### config.mk
export PLATFORM = sky130hd
export DESIGN_NAME = sd_init_seq
export DESIGN_NICKNAME = d
export VERILOG_FILES = /design/src/rtl/sd_init_pkg.sv /design/src/rtl/sd_init_clkdiv.sv /design/src/rtl/sd_init_rsp_eval.sv /design/src/rtl/sd_init_ctrl.sv /design/src/rtl/sd_init_seq.sv
export SDC_FILE = /design/constraint.sdc
export NUM_CORES = 1
export LEC_CHECK = 0
export ABC_AREA = 1
export CORE_ASPECT_RATIO = 0.7
export CORE_MARGIN = 2
export CORE_UTILIZATION = 44
export CTS_CLUSTER_DIAMETER = 40
export DETAILED_ROUTE_END_ITERATION = 16
export GPL_TIMING_DRIVEN = 0
export PLACE_DENSITY = 0.84
export SYNTH_ARGS = -nofsm -noshare
export SYNTH_HDL_FRONTEND = slang
export SYNTH_HIERARCHICAL = 1
export SYNTH_SLANG_ARGS = --single-unit
### constraint.sdc
create_clock -name clk -period 2.6 [get_ports clk]
set_input_delay 0.39 -clock clk [delete_from_list [all_inputs] [get_ports clk]]
set_output_delay 0.39 -clock clk [all_outputs]
set_load 0.05 [all_outputs]
### src/rtl/sd_init_pkg.sv
package sd_init_pkg;

  typedef enum logic [3:0] {
    ST_PWR, ST_GO_IDLE, ST_IFCOND, ST_APP_OP, ST_OPCOND, ST_VSW, ST_VWAIT,
    ST_GETID, ST_GETADDR, ST_SELECT, ST_APP_BW, ST_BUSW, ST_DONE, ST_FAIL
  } step_e;

  localparam logic [2:0] ERR_NONE   = 3'd0;
  localparam logic [2:0] ERR_NORSP  = 3'd1;
  localparam logic [2:0] ERR_STATUS = 3'd2;
  localparam logic [2:0] ERR_ECHO   = 3'd3;
  localparam logic [2:0] ERR_BUSY   = 3'd4;
  localparam logic [2:0] ERR_ADDR   = 3'd5;

  localparam logic [2:0] RT_NONE = 3'd0;
  localparam logic [2:0] RT_R1   = 3'd1;
  localparam logic [2:0] RT_R2   = 3'd2;
  localparam logic [2:0] RT_R3   = 3'd3;
  localparam logic [2:0] RT_R6   = 3'd6;
  localparam logic [2:0] RT_R7   = 3'd7;

  // status error bits 31..26 and 24..19; bit 25 is the lock status, not a fault
  localparam logic [31:0] STATUS_FAULT_MASK = 32'hFDF8_0000;

  typedef struct packed {
    logic [5:0]  idx;
    logic [31:0] arg;
    logic [2:0]  rtype;
  } cmd_t;

  function automatic logic status_fault(input logic [31:0] st);
    return |(st & STATUS_FAULT_MASK);
  endfunction

  function automatic logic [31:0] ifcond_arg(input logic [3:0] vhs, input logic [7:0] pat);
    return {20'd0, vhs, pat};
  endfunction

  function automatic logic echo_match(input logic [31:0] r, input logic [3:0] vhs,
                                      input logic [7:0] pat);
    return r[11:0] == {vhs, pat};
  endfunction

  // fixed operating-condition argument: capacity support and low-voltage request set
  function automatic logic [31:0] opcond_arg(input logic [8:0] win);
    return {1'b0, 1'b1, 5'd0, 1'b1, win, 15'd0};
  endfunction

  function automatic cmd_t cmd_of(input step_e st, input logic [15:0] rca,
                                  input logic [3:0] vhs, input logic [7:0] pat,
                                  input logic [8:0] win);
    cmd_t c;
    c = '0;
    case (st)
      ST_GO_IDLE: c = '{idx: 6'd0,  arg: 32'd0,              rtype: RT_NONE};
      ST_IFCOND:  c = '{idx: 6'd8,  arg: ifcond_arg(vhs, pat), rtype: RT_R7};
      ST_APP_OP:  c = '{idx: 6'd55, arg: 32'd0,              rtype: RT_R1};
      ST_OPCOND:  c = '{idx: 6'd41, arg: opcond_arg(win),    rtype: RT_R3};
      ST_VSW:     c = '{idx: 6'd11, arg: 32'd0,              rtype: RT_R1};
      ST_GETID:   c = '{idx: 6'd2,  arg: 32'd0,              rtype: RT_R2};
      ST_GETADDR: c = '{idx: 6'd3,  arg: 32'd0,              rtype: RT_R6};
      ST_SELECT:  c = '{idx: 6'd7,  arg: {rca, 16'd0},       rtype: RT_R1};
      ST_APP_BW:  c = '{idx: 6'd55, arg: {rca, 16'd0},       rtype: RT_R1};
      ST_BUSW:    c = '{idx: 6'd6,  arg: 32'd2,              rtype: RT_R1};
      default:    c = '0;
    endcase
    return c;
  endfunction

endpackage

### src/rtl/sd_init_clkdiv.sv
module sd_init_clkdiv #(
  parameter int SLOW_DIV = 250,
  parameter int FAST_DIV = 4
) (
  input  logic clk,
  input  logic rst_n,
  input  logic fast,
  output logic tick
);
  localparam int MAXD = (SLOW_DIV > FAST_DIV) ? SLOW_DIV : FAST_DIV;
  localparam int CW   = $clog2(MAXD) + 1;

  logic [CW-1:0] cnt;
  logic [CW-1:0] lim;

  assign lim  = fast ? CW'(FAST_DIV - 1) : CW'(SLOW_DIV - 1);
  // compare with >= so a rate change to a shorter period never skips a strobe
  assign tick = (cnt >= lim);

  always_ff @(posedge clk or negedge rst_n) begin
    if (!rst_n) cnt <= '0;
    else        cnt <= tick ? '0 : cnt + 1'b1;
  end

  p_tick_spacing_r2: assert property (@(posedge clk) disable iff (!rst_n)
    tick |=> !tick);

endmodule

### src/rtl/sd_init_rsp_eval.sv
module sd_init_rsp_eval
  import sd_init_pkg::*;
#(
  parameter logic [3:0] VHS     = 4'h1,
  parameter logic [7:0] PATTERN = 8'hAA
) (
  input  step_e       step,
  input  logic        rsp_timeout,
  input  logic [31:0] rsp_short,
  output logic        ev_fail,
  output logic [2:0]  ev_code,
  output logic        ev_busy
);
  always_comb begin
    ev_fail = 1'b0;
    ev_code = ERR_NONE;
    ev_busy = 1'b0;
    if (rsp_timeout) begin
      ev_fail = 1'b1;
      ev_code = ERR_NORSP;
    end else begin
      case (step)
        ST_IFCOND: if (!echo_match(rsp_short, VHS, PATTERN)) begin
          ev_fail = 1'b1; ev_code = ERR_ECHO;
        end
        ST_APP_OP, ST_VSW, ST_SELECT, ST_APP_BW, ST_BUSW:
          if (status_fault(rsp_short)) begin
            ev_fail = 1'b1; ev_code = ERR_STATUS;
          end
        ST_OPCOND: ev_busy = !rsp_short[31];
        ST_GETADDR: if (rsp_short[31:16] == 16'd0) begin
          ev_fail = 1'b1; ev_code = ERR_ADDR;
        end
        default: ;
      endcase
    end
  end
endmodule

### src/rtl/sd_init_ctrl.sv
module sd_init_ctrl
  import sd_init_pkg::*;
#(
  parameter int         PWRUP_TICKS = 74,
  parameter int         MAX_OPCOND  = 1000,
  parameter logic [3:0] VHS         = 4'h1,
  parameter logic [7:0] PATTERN     = 8'hAA,
  parameter logic [8:0] VWIN        = 9'h1FF,
  parameter logic [3:0] DAT_MASK    = 4'b0001
) (
  input  logic         clk,
  input  logic         rst_n,
  input  logic         tick,
  output logic         cmd_req,
  output logic [5:0]   cmd_index,
  output logic [31:0]  cmd_arg,
  output logic [2:0]   cmd_rtype,
  input  logic         rsp_valid,
  input  logic         rsp_timeout,
  input  logic [127:0] rsp_data,
  input  logic [3:0]   dat_level,
  input  logic         ev_fail,
  input  logic [2:0]   ev_code,
  input  logic         ev_busy,
  output step_e        step,
  output logic         clk_fast,
  output logic [15:0]  rca,
  output logic [127:0] cid,
  output logic         ccs,
  output logic         vsw_done,
  output logic         locked,
  output logic         done,
  output logic [2:0]   err_code,
  output logic [5:0]   err_cmd
);
  localparam int PW = $clog2(PWRUP_TICKS + 1);
  localparam int AW = $clog2(MAX_OPCOND + 1);

  logic          waiting;
  logic [PW-1:0] pwr_cnt;
  logic [AW-1:0] op_cnt;
  logic [5:0]    last_idx;
  logic          s18a;
  cmd_t          cur;
  logic          is_cmd_step;
  logic          rsp_in;
  logic          lines_high;

  assign cur         = cmd_of(step, rca, VHS, PATTERN, VWIN);
  assign is_cmd_step = !(step inside {ST_PWR, ST_VWAIT, ST_DONE, ST_FAIL});
  assign cmd_req     = is_cmd_step && !waiting;
  assign cmd_index   = cur.idx;
  assign cmd_arg     = cur.arg;
  assign cmd_rtype   = cur.rtype;
  assign rsp_in      = waiting && (rsp_valid || rsp_timeout);
  assign lines_high  = (dat_level & DAT_MASK) != 4'd0;
  assign done        = (step == ST_DONE);

  always_ff @(posedge clk or negedge rst_n) begin
    if (!rst_n) begin
      step <= ST_PWR;  waiting <= 1'b0; pwr_cnt <= '0; op_cnt <= '0;
      last_idx <= '0;  s18a <= 1'b0;    rca <= '0;     cid <= '0;
      ccs <= 1'b0;     vsw_done <= 1'b0; locked <= 1'b0; clk_fast <= 1'b0;
      err_code <= ERR_NONE; err_cmd <= '0;
    end else begin
      if (cmd_req) begin
        waiting  <= 1'b1;
        last_idx <= cur.idx;
      end
      case (step)
        ST_PWR: if (tick) begin
          if (pwr_cnt == PW'(PWRUP_TICKS - 1)) step <= ST_GO_IDLE;
          else pwr_cnt <= pwr_cnt + 1'b1;
        end
        ST_VWAIT: if (lines_high) begin
          vsw_done <= 1'b1;
          step     <= ST_GETID;
        end
        default: ;
      endcase
      if (rsp_in) begin
        waiting <= 1'b0;
        if (ev_fail) begin
          step <= ST_FAIL; err_code <= ev_code; err_cmd <= cur.idx;
        end else begin
          case (step)
            ST_GO_IDLE: step <= ST_IFCOND;
            ST_IFCOND:  step <= ST_APP_OP;
            ST_APP_OP:  step <= ST_OPCOND;
            ST_OPCOND:
              if (ev_busy) begin
                if (op_cnt == AW'(MAX_OPCOND - 1)) begin
                  step <= ST_FAIL; err_code <= ERR_BUSY; err_cmd <= cur.idx;
                end else begin
                  op_cnt <= op_cnt + 1'b1;
                  step   <= ST_APP_OP;
                end
              end else begin
                ccs  <= rsp_data[30];
                s18a <= rsp_data[24];
                step <= rsp_data[24] ? ST_VSW : ST_GETID;
              end
            ST_VSW:     step <= ST_VWAIT;
            ST_GETID:   begin cid <= rsp_data; step <= ST_GETADDR; end
            ST_GETADDR: begin rca <= rsp_data[31:16]; step <= ST_SELECT; end
            ST_SELECT: begin
              clk_fast <= 1'b1;
              if (rsp_data[25]) begin locked <= 1'b1; step <= ST_DONE; end
              else step <= ST_APP_BW;
            end
            ST_APP_BW:  step <= ST_BUSW;
            ST_BUSW:    step <= ST_DONE;
            default: ;
          endcase
        end
      end
    end
  end

  p_pwrup_window_r1: assert property (@(posedge clk) disable iff (!rst_n)
    (cmd_req && cmd_index == 6'd0) |-> pwr_cnt == PW'(PWRUP_TICKS - 1));
  p_slow_ident_r2: assert property (@(posedge clk) disable iff (!rst_n)
    (cmd_req && cmd_index inside {6'd0, 6'd8, 6'd41, 6'd11, 6'd2, 6'd3, 6'd7}) |-> !clk_fast);
  p_app_prefix_r4: assert property (@(posedge clk) disable iff (!rst_n)
    (cmd_req && cmd_index == 6'd41) |-> last_idx == 6'd55);
  p_switch_gate_r6: assert property (@(posedge clk) disable iff (!rst_n)
    (cmd_req && cmd_index == 6'd11) |-> s18a);
  p_no_switch_r7: assert property (@(posedge clk) disable iff (!rst_n)
    vsw_done |-> s18a);
  p_addr_nonzero_r8: assert property (@(posedge clk) disable iff (!rst_n)
    (cmd_req && cmd_index == 6'd7) |-> rca != 16'd0);
  p_width_unlocked_r10: assert property (@(posedge clk) disable iff (!rst_n)
    (cmd_req && cmd_index == 6'd6) |-> (!locked && clk_fast));
  p_done_err_excl_r11: assert property (@(posedge clk) disable iff (!rst_n)
    !(done && err_code != ERR_NONE));
  p_hold_end_r12: assert property (@(posedge clk) disable iff (!rst_n)
    (done || err_code != ERR_NONE) |=> ($stable(err_code) && $stable(rca) && $stable(locked) && !cmd_req));

endmodule

### src/rtl/sd_init_seq.sv
module sd_init_seq
  import sd_init_pkg::*;
#(
  parameter int         SLOW_DIV    = 250,
  parameter int         FAST_DIV    = 4,
  parameter int         PWRUP_TICKS = 74,
  parameter int         MAX_OPCOND  = 1000,
  parameter logic [3:0] VHS         = 4'h1,
  parameter logic [7:0] PATTERN     = 8'hAA,
  parameter logic [8:0] VWIN        = 9'h1FF,
  parameter logic [3:0] DAT_MASK    = 4'b0001
) (
  input  logic         clk,
  input  logic         rst_n,
  output logic         card_tick,
  output logic         clk_fast,
  output logic         cmd_req,
  output logic [5:0]   cmd_index,
  output logic [31:0]  cmd_arg,
  output logic [2:0]   cmd_rtype,
  input  logic         rsp_valid,
  input  logic         rsp_timeout,
  input  logic [127:0] rsp_data,
  input  logic [3:0]   dat_level,
  output logic [15:0]  rca,
  output logic [127:0] cid,
  output logic         ccs,
  output logic         vsw_done,
  output logic         locked,
  output logic         done,
  output logic [2:0]   err_code,
  output logic [5:0]   err_cmd
);
  step_e      step;
  logic       ev_fail;
  logic [2:0] ev_code;
  logic       ev_busy;

  sd_init_clkdiv #(.SLOW_DIV(SLOW_DIV), .FAST_DIV(FAST_DIV)) u_div (
    .clk(clk), .rst_n(rst_n), .fast(clk_fast), .tick(card_tick));

  sd_init_rsp_eval #(.VHS(VHS), .PATTERN(PATTERN)) u_eval (
    .step(step), .rsp_timeout(rsp_timeout), .rsp_short(rsp_data[31:0]),
    .ev_fail(ev_fail), .ev_code(ev_code), .ev_busy(ev_busy));

  sd_init_ctrl #(
    .PWRUP_TICKS(PWRUP_TICKS), .MAX_OPCOND(MAX_OPCOND), .VHS(VHS),
    .PATTERN(PATTERN), .VWIN(VWIN), .DAT_MASK(DAT_MASK)
  ) u_ctrl (
    .clk(clk), .rst_n(rst_n), .tick(card_tick),
    .cmd_req(cmd_req), .cmd_index(cmd_index), .cmd_arg(cmd_arg), .cmd_rtype(cmd_rtype),
    .rsp_valid(rsp_valid), .rsp_timeout(rsp_timeout), .rsp_data(rsp_data),
    .dat_level(dat_level), .ev_fail(ev_fail), .ev_code(ev_code), .ev_busy(ev_busy),
    .step(step), .clk_fast(clk_fast), .rca(rca), .cid(cid), .ccs(ccs),
    .vsw_done(vsw_done), .locked(locked), .done(done),
    .err_code(err_code), .err_cmd(err_cmd));

endmodule

==> out/metrics.csv <==
metric,value,unit
outcome,"finished, final reports clean",
synth unique cells,36,
Synth Area per Inst,8.12,sq um
most frequent cells in the layout,"nand2_1, clkdlybuf4s50_1, dfrtp_1, nand3_1, inv_1",
Final Hold Viols,0,
"Reg clk slew, reported paths",80,ps
n_diodes,0,
crit-path cells,"buf_12, nor2_2, nand2_1, inv_2, buf_4, clkdlybuf4s15_2",
internal power,5.54,mW
Routed WL,27900,um
IO Port Bufs,323,
R2R Setup Slk,220,ps
Initial Utilization,0.454,
wire per inst,16.4,um
startpoint types,register,
Setup crit start,u_ctrl/step[3],
drt via density,4.99,
Logic pwr share,0.336,
Clock Skew,15.6,ps
DPL Wire Length,21200,um
Crit Reg-Reg Startpoint,u_ctrl/step[1],
gpl congestion,0.922,
CTS sink cnt,188,
Worst R2R Path Depth,15,
Clk pwr share,0.279,
Critical Path Slowest Stage Cell,dfrtp_2,
share of power burned in registers,0.384,
post-route setup slack,85.2,ps
fraction of layout cells with a size suffix above 1,0.107,
Clock Path Buffers,2,
CTS root buf,clkbuf_16,
total congestion overflow,0,
post-route ant nets,0,
Filler Cells Inserted,1575,
post-synthesis cell count,1067,
row count,42,
DRT Pass-1 Iters,5,
Hold Startpoint,u_ctrl/cid[96],
CP Max Fanout,7,
CTS tree,built,
Tcrit/Tclk final,0.967,
routed vias,8493,
Period minus WS final,2510,ps
Post-Synthesis Cell Area,8660,sq um
Hold Path Class,register to register,
prevailing post-synth register cell,dfrtp_1,
DP Worst Slack,-476,ps
fin util,0.675,
Worst EP arrival,2120,ps
WS Path Type,register to output port,
area of the core,19100,sq um
number of global-route vias before repair,8081,
Power Density,710,nW/um^2
Die H,121,um
sw power,3.60,mW
sw frac,0.394,
fin nets,1570,
sequential area share after synthesis,0.543,
leakage,6.54,nW
Final setup viols,0,
max-cap viol count,0,
slew of the pin with the lowest slew margin,736,ps
#FFs+latches synth,188,
first-pass GRT wire length,42400,um
reg-to-reg critical path endpoint,u_ctrl/cid[8],
residual DRC count,0,
# H-tree levels,4,
CP Capture Type,output port,
worst vdd ir,0.456,mV
Critical Path Sink,cmd_arg[7],
Max Fclk,398,MHz
largest net degree at the start of global routing,98,
Die Area,20800,sq um
initial antenna violation count,0,
Post-synth EDFFs,0,
io pins,337,
clk_lat worst skew,430,ps
"slowest stage delay, CP",470,ps
ys async rst share,1.00,
detailed router's first-iteration violation count,679,
"most common cell after layout, fill and taps aside",nand2_1,
Max-Slew Margin vs Limit,0.509,
CP Data Required Time,2210,ps
die width,172,um
final slew viol count,0,
Tot GR Track Use,0.266,
synthesis-to-finish area growth,48.7,%
Hold WS,473,ps
TritonCTS Buffers,17,
synth warn,6,
==> cells in the mapped netlist, types with 3 or more instances <==
cell | count | area (sq um)
clkbuf_1 | 17 | 63.8
o21ai_1 | 33 | 165
xnor2_1 | 5 | 43.8
buf_2 | 26 | 130
nor2_4 | 3 | 33.8
buf_4 | 15 | 113
clkinv_1 | 3 | 11.3
nand2_2 | 9 | 56.3
inv_2 | 7 | 26.3
dfrtp_1 | 188 | 4700
ha_1 | 10 | 125
inv_1 | 81 | 304
nor2_1 | 64 | 240
o21ai_0 | 28 | 140
a21oi_1 | 6 | 30.0
nor2_2 | 5 | 31.3
nand4_1 | 5 | 31.3
nand2_1 | 383 | 1440
xor2_1 | 9 | 78.8
nand3_1 | 146 | 731
nor3_1 | 5 | 25.0
buf_1 | 3 | 11.3
==> sequential cells by signal (all words and copies together) (netlist names), 3 cells and up <==
name / flops
u_div/cnt: 9
u_ctrl/step: 4
u_ctrl/pwr_cnt: 7
u_ctrl/err_code: 3
u_ctrl/err_cmd: 6
u_ctrl/cid: 128
u_ctrl/rca: 16
u_ctrl/op_cnt: 10
==> power groups by stage <==
stage | clock network [mW] | logic, mW | registers (mW)
floorplan | 0 | 1.08 | 4.34
global placement | 0 | 2.99 | 3.54
detailed placement | 0 | 3.04 | 3.55
CTS | 2.60 | 3.05 | 3.51
global route | 2.72 | 3.28 | 3.55
finish | 2.55 | 3.08 | 3.51
==> layer usage <==
metal | wire length, um | vias up | GRT usage | part of all wire
li1 | - | 4071 | - | -
met1 | 11100 | 4007 | 0.333 | 0.40
met2 | 13700 | 381 | 0.448 | 0.49
met3 | 2590 | 34 | 0.0783 | 0.093
met4 | 528 | 0 | 0.0768 | 0.019
met5 | 0 | - | 0 | 0
==> how the worst min path moves through the flow <==
| stage | slack, ps | cells past startpoint | to |
|---|---|---|---|
| after floorplan | 90 | 0 | u_ctrl/ccs |
| after global placement | 440 | 1 | u_ctrl/locked |
| after detailed placement | 450 | 1 | u_ctrl/cid[84] |
| after CTS | 480 | 2 | u_ctrl/cid[103] |
| after global routing | 490 | 3 | u_ctrl/cid[100] |
| final | 470 | 2 | u_ctrl/cid[96] |
==> cell families after synthesis <==
| kind of cell | share of synthesized area |
|---|---|
| adder cells (fa/ha/maj) | 0.0144 |
| other | 0.000433 |
| XOR/XNOR | 0.0142 |
| AND/OR/NAND/NOR | 0.306 |
| AO/OA/AOI/OAI | 0.0461 |
| buffers and inverters | 0.0761 |
| flip-flops | 0.543 |
==> per-stage QoR <==
step / power [mW] / setup TNS (ps) / instance area [sq um] / instances
6_report: 9.14 / 0 / 12900 / 1701
3_3_place_gp: 6.52 / -1327310 / 12300 / 1663
2_1_floorplan: 5.41 / -192 / 8700 / 1076
3_5_place_dp: 6.60 / -64000 / 12300 / 1664
5_1_grt: 9.56 / -37.1 / 12900 / 1701
4_1_cts: 9.15 / 0 / 12800 / 1696
==> cell type report <==
class,count,area (sq um),area share
multi-input combinational,736,3370,0.262
clock buffer,17,425,0.0330
clock inverter,15,150,0.0117
buffer,60,328,0.0255
tap,264,330,0.0256
sequential,188,4710,0.366
inverter,91,350,0.0272
timing repair buffer,330,3210,0.250
==> worst max-delay path, delay by kind of cell (launching register included) <==
| kind | cells | cell delay (ps) |
|---|---|---|
| AND/OR/NAND/NOR | 2 | 410 |
| flip-flops | 1 | 470 |
| buffers and inverters | 4 | 830 |
==> timing repair <==
action,4_1_cts,5_1_grt
setup endpoints to repair,64,156
pin swaps,0,1
buffers inserted,0,5
hold buffers,1,0
cloned,0,0
resized for setup,129,55
endpoints found under the hold margin,5,0
Note: power is estimated with default switching activity, not from simulation.
